## src/rtl/acq_ctrl_pkg.sv

```systemverilog
package acq_ctrl_pkg;

    localparam int WORD_W = 32;
    localparam int BUS_AW = 4;

    localparam logic [BUS_AW-1:0] RA_QUEUE   = 4'd0;
    localparam logic [BUS_AW-1:0] RA_VLEN    = 4'd1;
    localparam logic [BUS_AW-1:0] RA_NSAMP   = 4'd2;
    localparam logic [BUS_AW-1:0] RA_PEAKIX  = 4'd3;
    localparam logic [BUS_AW-1:0] RA_POWER   = 4'd4;
    localparam logic [BUS_AW-1:0] RA_DOPPLER = 4'd5;
    localparam logic [BUS_AW-1:0] RA_CODE    = 4'd6;
    localparam logic [BUS_AW-1:0] RA_FFTLOG  = 4'd7;
    localparam logic [BUS_AW-1:0] RA_CMD     = 4'd8;
    localparam logic [BUS_AW-1:0] RA_CODECLR = 4'd9;
    localparam logic [BUS_AW-1:0] RA_BLOCK   = 4'd14;
    localparam logic [BUS_AW-1:0] RA_TEST    = 4'd15;

    localparam logic [WORD_W-1:0] CMD_LAUNCH   = 32'd1;
    localparam logic [WORD_W-1:0] CMD_RESET    = 32'd2;
    localparam logic [WORD_W-1:0] CODE_CLR_KEY = 32'h1000_0000;

    typedef struct packed {
        logic [WORD_W-1:0] queue;
        logic [WORD_W-1:0] vec_len;
        logic [WORD_W-1:0] nsamp;
        logic [WORD_W-1:0] fft_log2;
    } cfg_t;

    typedef struct packed {
        logic [63:0]       init_sample;
        logic [WORD_W-1:0] peak_idx;
        logic [WORD_W-1:0] power;
        logic [WORD_W-1:0] doppler_idx;
        logic [WORD_W-1:0] peak_mag;
    } result_t;

    typedef struct packed {
        logic [15:0] im;
        logic [15:0] re;
    } code_word_t;

    function automatic code_word_t split_code(input logic [WORD_W-1:0] w);
        code_word_t c;
        c.re = w[15:0];
        c.im = w[31:16];
        return c;
    endfunction

endpackage

```

## src/rtl/acq_code_loader.sv

```systemverilog
module acq_code_loader
    import acq_ctrl_pkg::*;
#(
    parameter int CODE_AW = 10
) (
    input  logic               clk,
    input  logic               rst,
    input  logic               wr_code,
    input  logic               clr_req,
    input  logic [WORD_W-1:0]  wdata,
    input  logic [WORD_W-1:0]  vec_len,
    output logic               code_we,
    output logic [CODE_AW-1:0] code_addr,
    output logic [15:0]        code_re,
    output logic [15:0]        code_im
);
    localparam int CNT_W = CODE_AW + 1;
    localparam int DEPTH = 1 << CODE_AW;

    logic [CNT_W-1:0] cnt;
    logic             at_end;
    logic             accept;
    code_word_t       word;

    assign word   = split_code(wdata);
    assign at_end = (WORD_W'(cnt) >= vec_len) || (cnt == CNT_W'(DEPTH));
    assign accept = wr_code && !at_end;

    always_ff @(posedge clk) begin
        if (rst) begin
            cnt       <= '0;
            code_we   <= 1'b0;
            code_addr <= '0;
            code_re   <= '0;
            code_im   <= '0;
        end else begin
            code_we <= accept;
            if (accept) begin
                code_addr <= cnt[CODE_AW-1:0];
                code_re   <= word.re;
                code_im   <= word.im;
            end
            if (clr_req)
                cnt <= '0;
            else if (accept)
                cnt <= cnt + 1'b1;
        end
    end

    // the rewind key zeroes the counter
    p_clear_r7: assert property (@(posedge clk) disable iff (rst)
        clr_req |=> (cnt == '0));

    // every forwarded write lies below the vector length in force
    p_bound_r8: assert property (@(posedge clk) disable iff (rst)
        code_we |-> (WORD_W'(code_addr) < $past(vec_len)));

    // a write at the limit neither pulses nor advances
    p_hold_r8: assert property (@(posedge clk) disable iff (rst)
        (wr_code && at_end && !clr_req) |=> (!code_we && cnt == $past(cnt)));

endmodule

```

## src/rtl/acq_cmd_irq.sv

```systemverilog
module acq_cmd_irq
    import acq_ctrl_pkg::*;
(
    input  logic              clk,
    input  logic              rst,
    input  logic              cmd_wr,
    input  logic [WORD_W-1:0] wdata,
    input  logic              eng_done,
    output logic              eng_launch,
    output logic              eng_reset,
    output logic              irq
);
    logic is_launch, is_reset, clr;

    assign is_launch = cmd_wr && (wdata == CMD_LAUNCH);
    assign is_reset  = cmd_wr && (wdata == CMD_RESET);
    assign clr       = is_launch || is_reset;

    always_ff @(posedge clk) begin
        if (rst) begin
            eng_launch <= 1'b0;
            eng_reset  <= 1'b0;
            irq        <= 1'b0;
        end else begin
            eng_launch <= is_launch;
            eng_reset  <= is_reset;
            if (clr)
                irq <= 1'b0;
            else if (eng_done)
                irq <= 1'b1;
        end
    end

    // the two command pulses never coincide
    p_cmd_excl_r5: assert property (@(posedge clk) disable iff (rst)
        !(eng_launch && eng_reset));

    // done without a command raises the interrupt
    p_irq_set_r10: assert property (@(posedge clk) disable iff (rst)
        (eng_done && !clr) |=> irq);

    // the interrupt holds until a command
    p_irq_hold_r10: assert property (@(posedge clk) disable iff (rst)
        (irq && !clr) |=> irq);

    // a command clears it, winning over done
    p_irq_clr_r10: assert property (@(posedge clk) disable iff (rst)
        clr |=> (!irq && (eng_launch || eng_reset)));

endmodule

```

## src/rtl/acq_rd_mux.sv

```systemverilog
module acq_rd_mux
    import acq_ctrl_pkg::*;
(
    input  logic [BUS_AW-1:0] addr,
    input  cfg_t              cfg,
    input  result_t           res,
    input  logic              block,
    input  logic [WORD_W-1:0] test,
    output logic [WORD_W-1:0] data
);
    always_comb begin
        case (addr)
            RA_QUEUE:   data = cfg.queue;
            RA_VLEN:    data = res.init_sample[31:0];
            RA_NSAMP:   data = res.init_sample[63:32];
            RA_PEAKIX:  data = res.peak_idx;
            RA_POWER:   data = res.power;
            RA_DOPPLER: data = res.doppler_idx;
            RA_CODE:    data = res.peak_mag;
            RA_FFTLOG:  data = cfg.fft_log2;
            RA_BLOCK:   data = {{(WORD_W-1){1'b0}}, block};
            RA_TEST:    data = test;
            default:    data = '0;
        endcase
    end
endmodule

```

## src/rtl/acq_ctrl_regs.sv

```systemverilog
module acq_ctrl_regs
    import acq_ctrl_pkg::*;
#(
    parameter int CODE_AW = 10
) (
    input  logic               clk,
    input  logic               rst,
    input  logic [3:0]         bus_addr,
    input  logic [31:0]        bus_wdata,
    input  logic               bus_wr,
    input  logic               bus_rd,
    output logic [31:0]        bus_rdata,
    input  logic               eng_done,
    input  logic [63:0]        res_init_sample,
    input  logic [31:0]        res_peak_idx,
    input  logic [31:0]        res_power,
    input  logic [31:0]        res_doppler_idx,
    input  logic [31:0]        res_peak_mag,
    output logic [31:0]        cfg_queue,
    output logic [31:0]        cfg_vec_len,
    output logic [31:0]        cfg_nsamp,
    output logic [31:0]        cfg_fft_log2,
    output logic               samples_block,
    output logic               eng_launch,
    output logic               eng_reset,
    output logic               irq,
    output logic               code_we,
    output logic [CODE_AW-1:0] code_addr,
    output logic [15:0]        code_re,
    output logic [15:0]        code_im
);
    cfg_t              cfg_q;
    result_t           res;
    logic              block_q;
    logic [WORD_W-1:0] test_q;
    logic [WORD_W-1:0] rd_data;

    logic wr_at_code, wr_at_clr, wr_at_cmd;

    assign wr_at_code = bus_wr && (bus_addr == RA_CODE);
    assign wr_at_clr  = bus_wr && (bus_addr == RA_CODECLR) && (bus_wdata == CODE_CLR_KEY);
    assign wr_at_cmd  = bus_wr && (bus_addr == RA_CMD);

    assign res = '{init_sample: res_init_sample, peak_idx: res_peak_idx,
                   power: res_power, doppler_idx: res_doppler_idx,
                   peak_mag: res_peak_mag};

    always_ff @(posedge clk) begin
        if (rst) begin
            cfg_q     <= '0;
            block_q   <= 1'b0;
            test_q    <= '0;
            bus_rdata <= '0;
        end else begin
            if (bus_wr) begin
                case (bus_addr)
                    RA_QUEUE:  cfg_q.queue    <= bus_wdata;
                    RA_VLEN:   cfg_q.vec_len  <= bus_wdata;
                    RA_NSAMP:  cfg_q.nsamp    <= bus_wdata;
                    RA_FFTLOG: cfg_q.fft_log2 <= bus_wdata;
                    RA_BLOCK:  block_q        <= bus_wdata[0];
                    RA_TEST:   test_q         <= bus_wdata;
                    default: ;
                endcase
            end
            if (bus_rd)
                bus_rdata <= rd_data;
        end
    end

    assign cfg_queue     = cfg_q.queue;
    assign cfg_vec_len   = cfg_q.vec_len;
    assign cfg_nsamp     = cfg_q.nsamp;
    assign cfg_fft_log2  = cfg_q.fft_log2;
    assign samples_block = block_q;

    acq_rd_mux u_rd_mux (
        .addr  (bus_addr),
        .cfg   (cfg_q),
        .res   (res),
        .block (block_q),
        .test  (test_q),
        .data  (rd_data)
    );

    acq_code_loader #(.CODE_AW(CODE_AW)) u_code_loader (
        .clk       (clk),
        .rst       (rst),
        .wr_code   (wr_at_code),
        .clr_req   (wr_at_clr),
        .wdata     (bus_wdata),
        .vec_len   (cfg_q.vec_len),
        .code_we   (code_we),
        .code_addr (code_addr),
        .code_re   (code_re),
        .code_im   (code_im)
    );

    acq_cmd_irq u_cmd_irq (
        .clk        (clk),
        .rst        (rst),
        .cmd_wr     (wr_at_cmd),
        .wdata      (bus_wdata),
        .eng_done   (eng_done),
        .eng_launch (eng_launch),
        .eng_reset  (eng_reset),
        .irq        (irq)
    );

    // read data changes only on a read strobe
    p_rdata_hold_r2: assert property (@(posedge clk) disable iff (rst)
        !bus_rd |=> $stable(bus_rdata));

    // a vector length write reaches its output next cycle
    p_vlen_wr_r3: assert property (@(posedge clk) disable iff (rst)
        (bus_wr && bus_addr == RA_VLEN) |=> (cfg_vec_len == $past(bus_wdata)));

    // the blocking flag follows bit 0 only
    p_block_r4: assert property (@(posedge clk) disable iff (rst)
        (bus_wr && bus_addr == RA_BLOCK) |=> (samples_block == $past(bus_wdata[0])));

endmodule

```

## config.mk

```make
export PLATFORM = sky130hd
export DESIGN_NAME = acq_ctrl_regs
export DESIGN_NICKNAME = d
export VERILOG_FILES = /design/src/rtl/acq_ctrl_pkg.sv /design/src/rtl/acq_code_loader.sv /design/src/rtl/acq_cmd_irq.sv /design/src/rtl/acq_rd_mux.sv /design/src/rtl/acq_ctrl_regs.sv
export SDC_FILE = /design/constraint.sdc
export NUM_CORES = 1
export LEC_CHECK = 0
export ABC_AREA = 1
export BUFFER_PORTS_ARGS = -buffer_cell sky130_fd_sc_hd__buf_2
export CORE_ASPECT_RATIO = 0.6
export CORE_MARGIN = 2
export CORE_UTILIZATION = 45
export DETAILED_ROUTE_END_ITERATION = 10
export PLACE_DENSITY_LB_ADDON = 0.08
export SLEW_MARGIN = 30
export SYNTH_ARGS = -nofsm -noshare
export SYNTH_HDL_FRONTEND = slang
export SYNTH_SLANG_ARGS = --single-unit
```

## constraint.sdc

```tcl
create_clock -name clk -period 1.7 [get_ports clk]
set_input_delay 0.255 -clock clk [delete_from_list [all_inputs] [get_ports clk]]
set_output_delay 0.255 -clock clk [all_outputs]
set_load 0.005 [all_outputs]
```

==> results of run 1 <==
## worst max-delay path, delay by kind of cell, from the launching register on
kind	cells	cell delay (ns)
AND/OR/NAND/NOR	6	0.54
adder cells (fa/ha/maj)	1	0.26
flip-flops	1	0.33
AO/OA/AOI/OAI	2	0.32
buffers and inverters	3	0.37
## state kept, by name, summed over array words and instances, names as in the netlist, 10 cells and up
signal                   count
bus_rdata                   32
cfg_fft_log2                32
cfg_nsamp                   32
cfg_queue                   32
cfg_vec_len                 32
test_q                      32
u_code_loader.cnt           11
u_code_loader.code_addr     10
u_code_loader.code_im       16
u_code_loader.code_re       16
## cell families (layout without fill, tap and decap cells)
logic type                 count (synthesis)  in the layout
and+or+nand+nor                          809            810
xor gates and xnor gates                   6              6
buffers and inverters                    222            739
DFF                                      250            250
adders and majority gates                 13             13
AOI/OAI and AO/OA                        414            414
other                                      0              2
## repair_timing
item / in CTS / in global routing
pin swaps: 10 / 40
resized for setup: 66 / 108
buffers inserted: 10 / 4
hold buffers: 1 / 0
setup endpoints to repair: 54 / 54
hold endpoints to repair: 1 / 0
cloned: 5 / 6
## power by group
| part | internal [uW] | switching, uW |
|---|---|---|
| registers | 5970 | 69.2 |
| logic | 916 | 1150 |
| clock network | 3190 | 2430 |
| total | 10100 | 3640 |
## final cells by class
class | count | share of cell area, %
Antenna cell | 2 | 0.0296
Clock inverter | 9 | 0.630
Inverter | 105 | 2.33
Clock buffer | 35 | 4.16
Multi-Input combinational cell | 1243 | 37.3
Timing Repair Buffer | 590 | 23.4
Tap cell | 329 | 2.44
Sequential cell | 250 | 29.8
## final timing paths
check,depth (start not counted),slack [ns],from,to
max reg2reg,12,-0.20,cfg_vec_len[9],u_code_loader.code_addr[0]
min reg2reg,2,0.46,cfg_nsamp[28],cfg_nsamp[28]
min,3,0.01,bus_wdata[17],test_q[17]
max,12,-0.20,cfg_vec_len[9],u_code_loader.code_addr[0]
## metrics by stage
stage / utilization [%] / TNS (ns)
floorplan: - / 0
global placement: 59.2 / -2.80
detailed placement: 59.2 / -7.52
CTS: 64.5 / -4.50
global route: 66.6 / -12.65
finish: 66.6 / -8.07
## per-layer routing
metal | up-vias | share of wire (%) | track usage [%]
met5 | - | 0 | 0
met4 | 0 | 2.6 | 8.45
met3 | 104 | 10 | 6.25
met2 | 777 | 44 | 55.7
met1 | 6619 | 43 | 52.6
li1 | 6656 | - | -
## cell usage after synthesis
cell type / count / area share (%)
nand2_1: 532 / 17
a21oi_1: 300 / 13
dfxtp_1: 250 / 43
nand3_1: 175 / 7.5
o21ai_0: 109 / 4.7
inv_1: 103 / 3.3
clkbuf_1: 64 / 2.1
nor2_1: 58 / 1.9
buf_2: 30 / 1.3
nor3_1: 19 / 0.82
nand4_1: 16 / 0.86
ha_1: 13 / 1.4
buf_6: 10 / 0.97
buf_1: 9 / 0.29
xor2_1: 6 / 0.45
nor2_2: 4 / 0.22
clkbuf_2: 3 / 0.13
o21ai_1: 3 / 0.13
and3_1: 2 / 0.11
inv_2: 2 / 0.065
o211ai_1: 2 / 0.13
buf_4: 1 / 0.065
nand2_4: 1 / 0.097
nand3b_1: 1 / 0.065
nor3_4: 1 / 0.14
==> results_dict.tcl, run 1 <==
set metrics [dict create \
    yosysWarnings 0 \
    seq_area_frac_synth_pct 43.1 \
    wl_mm 52.5 \
    worstPathArrival_ns 2.36 \
    synth_simple_gate_area_share_pct 28.9 \
    vias 14200 \
    wl_per_cell_um 20.5 \
    placedCellCount 2491 \
    dp_hpwl_mm 38.0 \
    syn_nets 1960 \
    io_pins 440 \
    gp_congestion 0.931 \
    synth_compound_area_share_pct 17.9 \
    clk_pin_slew_ns 0.06 \
    worstPathCellList "inv_2, ha_4, nand2_2, nor2_2, nand3_2, a21oi_4, nand2_4, buf_12, nand2_8, clkbuf_16, nand2_1, a21oi_1" \
    grt-ovfl-total 0 \
    antenna_found_initial 1 \
    root_buffer "clkbuf_16" \
    drive_gt1_share_pct 35.3 \
    multi_input_area_um2 6290 \
    synth_area_um2 11600 \
    numCtsBuffers 25 \
    muxShareOfSynthArea_pct 0 \
    crit_type "reg -> reg" \
    crit_path_max_fanout 6 \
    firstDrtPassIters 5 \
    drv_cap 0 \
    viasPerCell 5.52 \
    layout.nets 2461 \
    critPathCaptureType "flip-flop" \
    grt_pass1_wl_mm 74.9 \
    placed_cell_area_um2 15000 \
    fin_area_um2 16900 \
    dp_slack_ns -0.169 \
    synth_top_family_by_area "simple AND/OR/NAND/NOR gates" \
    timing.hold.ws_ns 0.0137 \
    status "complete, but fails checks" \
    ys_types 25 \
    insertion_delay_ns 0.54 \
    max_slew.worst_pin.slew_ns 0.549 \
    syn-instance-count 1714 \
    port_buffers 439 \
    finalHoldViolCount 0 \
    grt_setup_unrepaired "true" \
    grt_max_degree 100 \
    skew_ns 0.0109 \
    core_um2 25300 \
    critical_path.max_stage_delay_ns 0.33 \
    grt_pass1_vias 12700 \
    timing.final.max_slew_violations 0 \
    die_x_um 211 \
    die_h_um 128 \
    cp_slowest_cell "dfxtp_2" \
    fillers 2292 \
    grt_use_total_pct 36.1 \
    clock_path_buffers 3 \
    final_cell_mix "nand2_1 (487), buf_2 (437), a21oi_1 (265)" \
    final_common_cell "nand2_1" \
    crit_required_ns 2.16 \
    syn_to_final_growth_pct 45.5 \
    clock.fmax_mhz 525 \
    setup_viol 54 \
    p_leak_uw 0.00767 \
    p_per_area_nw_per_um2 812 \
    synth_area_per_cell_um2 6.77 \
    first_iter_violations 1535 \
    vdd_drop_max_v 0.000596 \
    violations "negative setup slack" \
    critPathLaunchType "flip-flop" \
    period_minus_slack_ns 1.90 \
    power_uw 13700 \
    post-route-period-util_pct 112 \
    dieArea_um2 27100 \
    seq_area_um2 5030 \
    timing.final.ws_setup_ns -0.204 \
    relSlewSlack_pct 63.4 \
    synthXorXnorAreaFrac_pct 0.453 \
    drcViolationCount 0 \
    synthAdderAreaFrac_pct 1.40 \
    cts_tree "yes" \
    antenna_left 0 \
    synth.ff_latch_count 250 \
    cts_sinks 250 \
    final_cells 2563 \
    worst_hold_path_type "in -> reg" \
    num_rows 45 \
    start_util_pct 45.8 \
    htreeDepth 1 \
]
No activity file was read; power rests on OpenSTA's default activity.
==> inputs of run 2 (changes only) <==
--- a/config.mk
+++ b/config.mk
@@ -12,6 +12,7 @@
 export CORE_UTILIZATION = 45
 export DETAILED_ROUTE_END_ITERATION = 10
 export PLACE_DENSITY_LB_ADDON = 0.08
+export SKIP_LAST_GASP = 1
 export SLEW_MARGIN = 30
 export SYNTH_ARGS = -nofsm -noshare
 export SYNTH_HDL_FRONTEND = slang
==> run 2 against run 1 <==
  * Sequential share of layout area up 0.057 points
  * Critical path type unchanged
  * Cell area down 0.19%
  * Clock power about the same
  * Routed wire length about the same
  * Setup slack better by 0.0095 ns
  * Global-route usage about the same
  * Sequential cell count unchanged
  * Clock skew about the same
  * The run still ends with negative setup slack left
  * Final cell count about the same
==> results_dict.tcl, run 2 (same netlist as run 1, synthesis figures left out) <==
set metrics [dict create \
    wl_mm 52.5 \
    syn_to_final_growth_pct 45.2 \
    crit_path_max_fanout 6 \
    port_buffers 439 \
    antenna_cells 0 \
    post-route-period-util_pct 111 \
    vias 14200 \
    io_pins 440 \
    drv_cap 0 \
    grt_max_degree 100 \
    drcViolationCount 0 \
    crit_type "reg -> reg" \
    skew_ns 0.0111 \
    power_uw 13700 \
    insertion_delay_ns 0.54 \
    gp_congestion 0.931 \
    max_slew.worst_pin.slew_ns 0.529 \
    seq_power_share_pct 44.0 \
    drive_gt1_share_pct 34.8 \
    antenna_left 0 \
    multi_input_area_um2 6260 \
    die_x_um 211 \
    status "complete, but fails checks" \
    grt_use_total_pct 36.1 \
    cp_slowest_cell "dfxtp_2" \
    critPathLaunchType "flip-flop" \
    dp_hpwl_mm 38.0 \
    violations "negative setup slack" \
    final_common_cell "nand2_1" \
    fillers 2291 \
    cts_sinks 250 \
    clkPwrFrac_pct 41.0 \
    vdd_drop_max_v 0.000593 \
    post-route-util_pct 66.5 \
    clock.fmax_mhz 528 \
    worstPathArrival_ns 2.36 \
    seq_area_um2 5030 \
    core_um2 25300 \
    grt-ovfl-total 0 \
    die_h_um 128 \
    p_leak_uw 0.00767 \
    numCtsBuffers 25 \
    cts_tree "yes" \
    p_per_area_nw_per_um2 814 \
    grt_setup_unrepaired "true" \
    timing.rr.start "cfg_vec_len[7]" \
    antenna_found_initial 1 \
    critPathCaptureType "flip-flop" \
    worstPathCellList "inv_2, ha_4, nand2_4, buf_4, nor2_4, nor2_2, nand3_2, nand2_4, buf_12, nand2_8, clkbuf_16, nand2_1, a21oi_1" \
    combPwrFrac_pct 15.0 \
    finalHoldViolCount 0 \
    worst_hold_path_type "in -> reg" \
    grt_pass1_vias 12700 \
    power.net_switching_uw 3650 \
    wl_per_cell_um 20.5 \
    clock_path_buffers 3 \
    finalSetupTns_ns -8.37 \
    relSlewSlack_pct 64.7 \
    clk_pin_slew_ns 0.06 \
    num_rows 45 \
    start_util_pct 45.8 \
    layout.nets 2461 \
    p_int_uw 10100 \
    period_minus_slack_ns 1.89 \
    grt_pass1_wl_mm 74.9 \
    root_buffer "clkbuf_16" \
    hold_path_startpoint "bus_wdata[17]" \
    path_common_cell "nand2_4" \
    crit_required_ns 2.16 \
    final_cell_mix "nand2_1 (492), buf_2 (437), a21oi_1 (269)" \
    startpoint "cfg_vec_len[7]" \
    setup_viol 54 \
    p_sw_share_pct 26.6 \
    critical_path.max_stage_delay_ns 0.34 \
    timing.final.ws_setup_ns -0.195 \
    timing.final.max_slew_violations 0 \
    first_iter_violations 1413 \
    firstDrtPassIters 5 \
    htreeDepth 1 \
    viasPerCell 5.54 \
    dieArea_um2 27100 \
]
[run 2: changes by cell type in the layout (fill, tap and decap cells not counted), sizes merged]
cell	previous run	this run
diode	2	0
[run 2: final timing paths]
path	slack, ns	cells after the start	end
hold reg to reg	0.46	2	cfg_nsamp[28]
hold / removal	0.01	3	test_q[17]
setup reg to reg	-0.19	13	u_code_loader.code_addr[0]
setup / recovery	-0.19	13	u_code_loader.code_addr[0]
[run 2: final cells by class]
cell class	count	area share, %
inverter	105	2.34
tap	329	2.44
clock buffer	35	4.17
timing repair buffer	590	23.4
sequential	250	29.8
clock inverter	9	0.631
multi-input combinational	1243	37.2
[run 2: worst max-delay path, delay by kind of cell (launching register included)]
kind | cells | cell delay [ns]
fa+ha+maj | 1 | 0.28
buf+inv | 4 | 0.51
simple gates | 7 | 0.54
compound gates | 1 | 0.14
flops | 1 | 0.34
[run 2: repair_timing]
action | in CTS | in global routing
hold buffers | 1 | 0
pin swaps | 10 | 40
setup buffers | 10 | 4
resized for setup | 65 | 100
setup endpoints to repair | 54 | 54
gates cloned | 5 | 6
hold endpoints to repair | 1 | 0
[run 2: through the flow]
| stage | worst slack [ns] | hold slack (ns) | instances | instance area, um^2 |
|---|---|---|---|---|
| after floorplan | 0.0186 | 0.397 | 1714 | 11600 |
| after global placement | -0.0957 | 0.445 | 2491 | 15000 |
| after detailed placement | -0.169 | 0.449 | 2491 | 15000 |
| after CTS | -0.121 | 0.00112 | 2551 | 16300 |
| after global routing | -0.332 | 0.00581 | 2561 | 16900 |
| final | -0.195 | 0.0129 | 2561 | 16900 |
[run 2: power groups by stage]
stage	logic [uW]	registers, uW	clock network, uW
floorplan	644	6160	0
global placement	1570	6160	0
detailed placement	1570	6160	0
CTS	1920	6030	5660
global route	2170	6040	5940
finish	2060	6040	5630
[run 2: metal layers]
layer  global-route usage [%]  vias up  wire [um]  part of all wire (%)
met4                     8.57        0       1340                   2.6
met1                     52.6     6636      22900                    44
met3                     6.27      107       5120                   9.8
met2                     55.7      779      23100                    44
li1                         -     6654          -                     -
met5                        0        -          0                     0
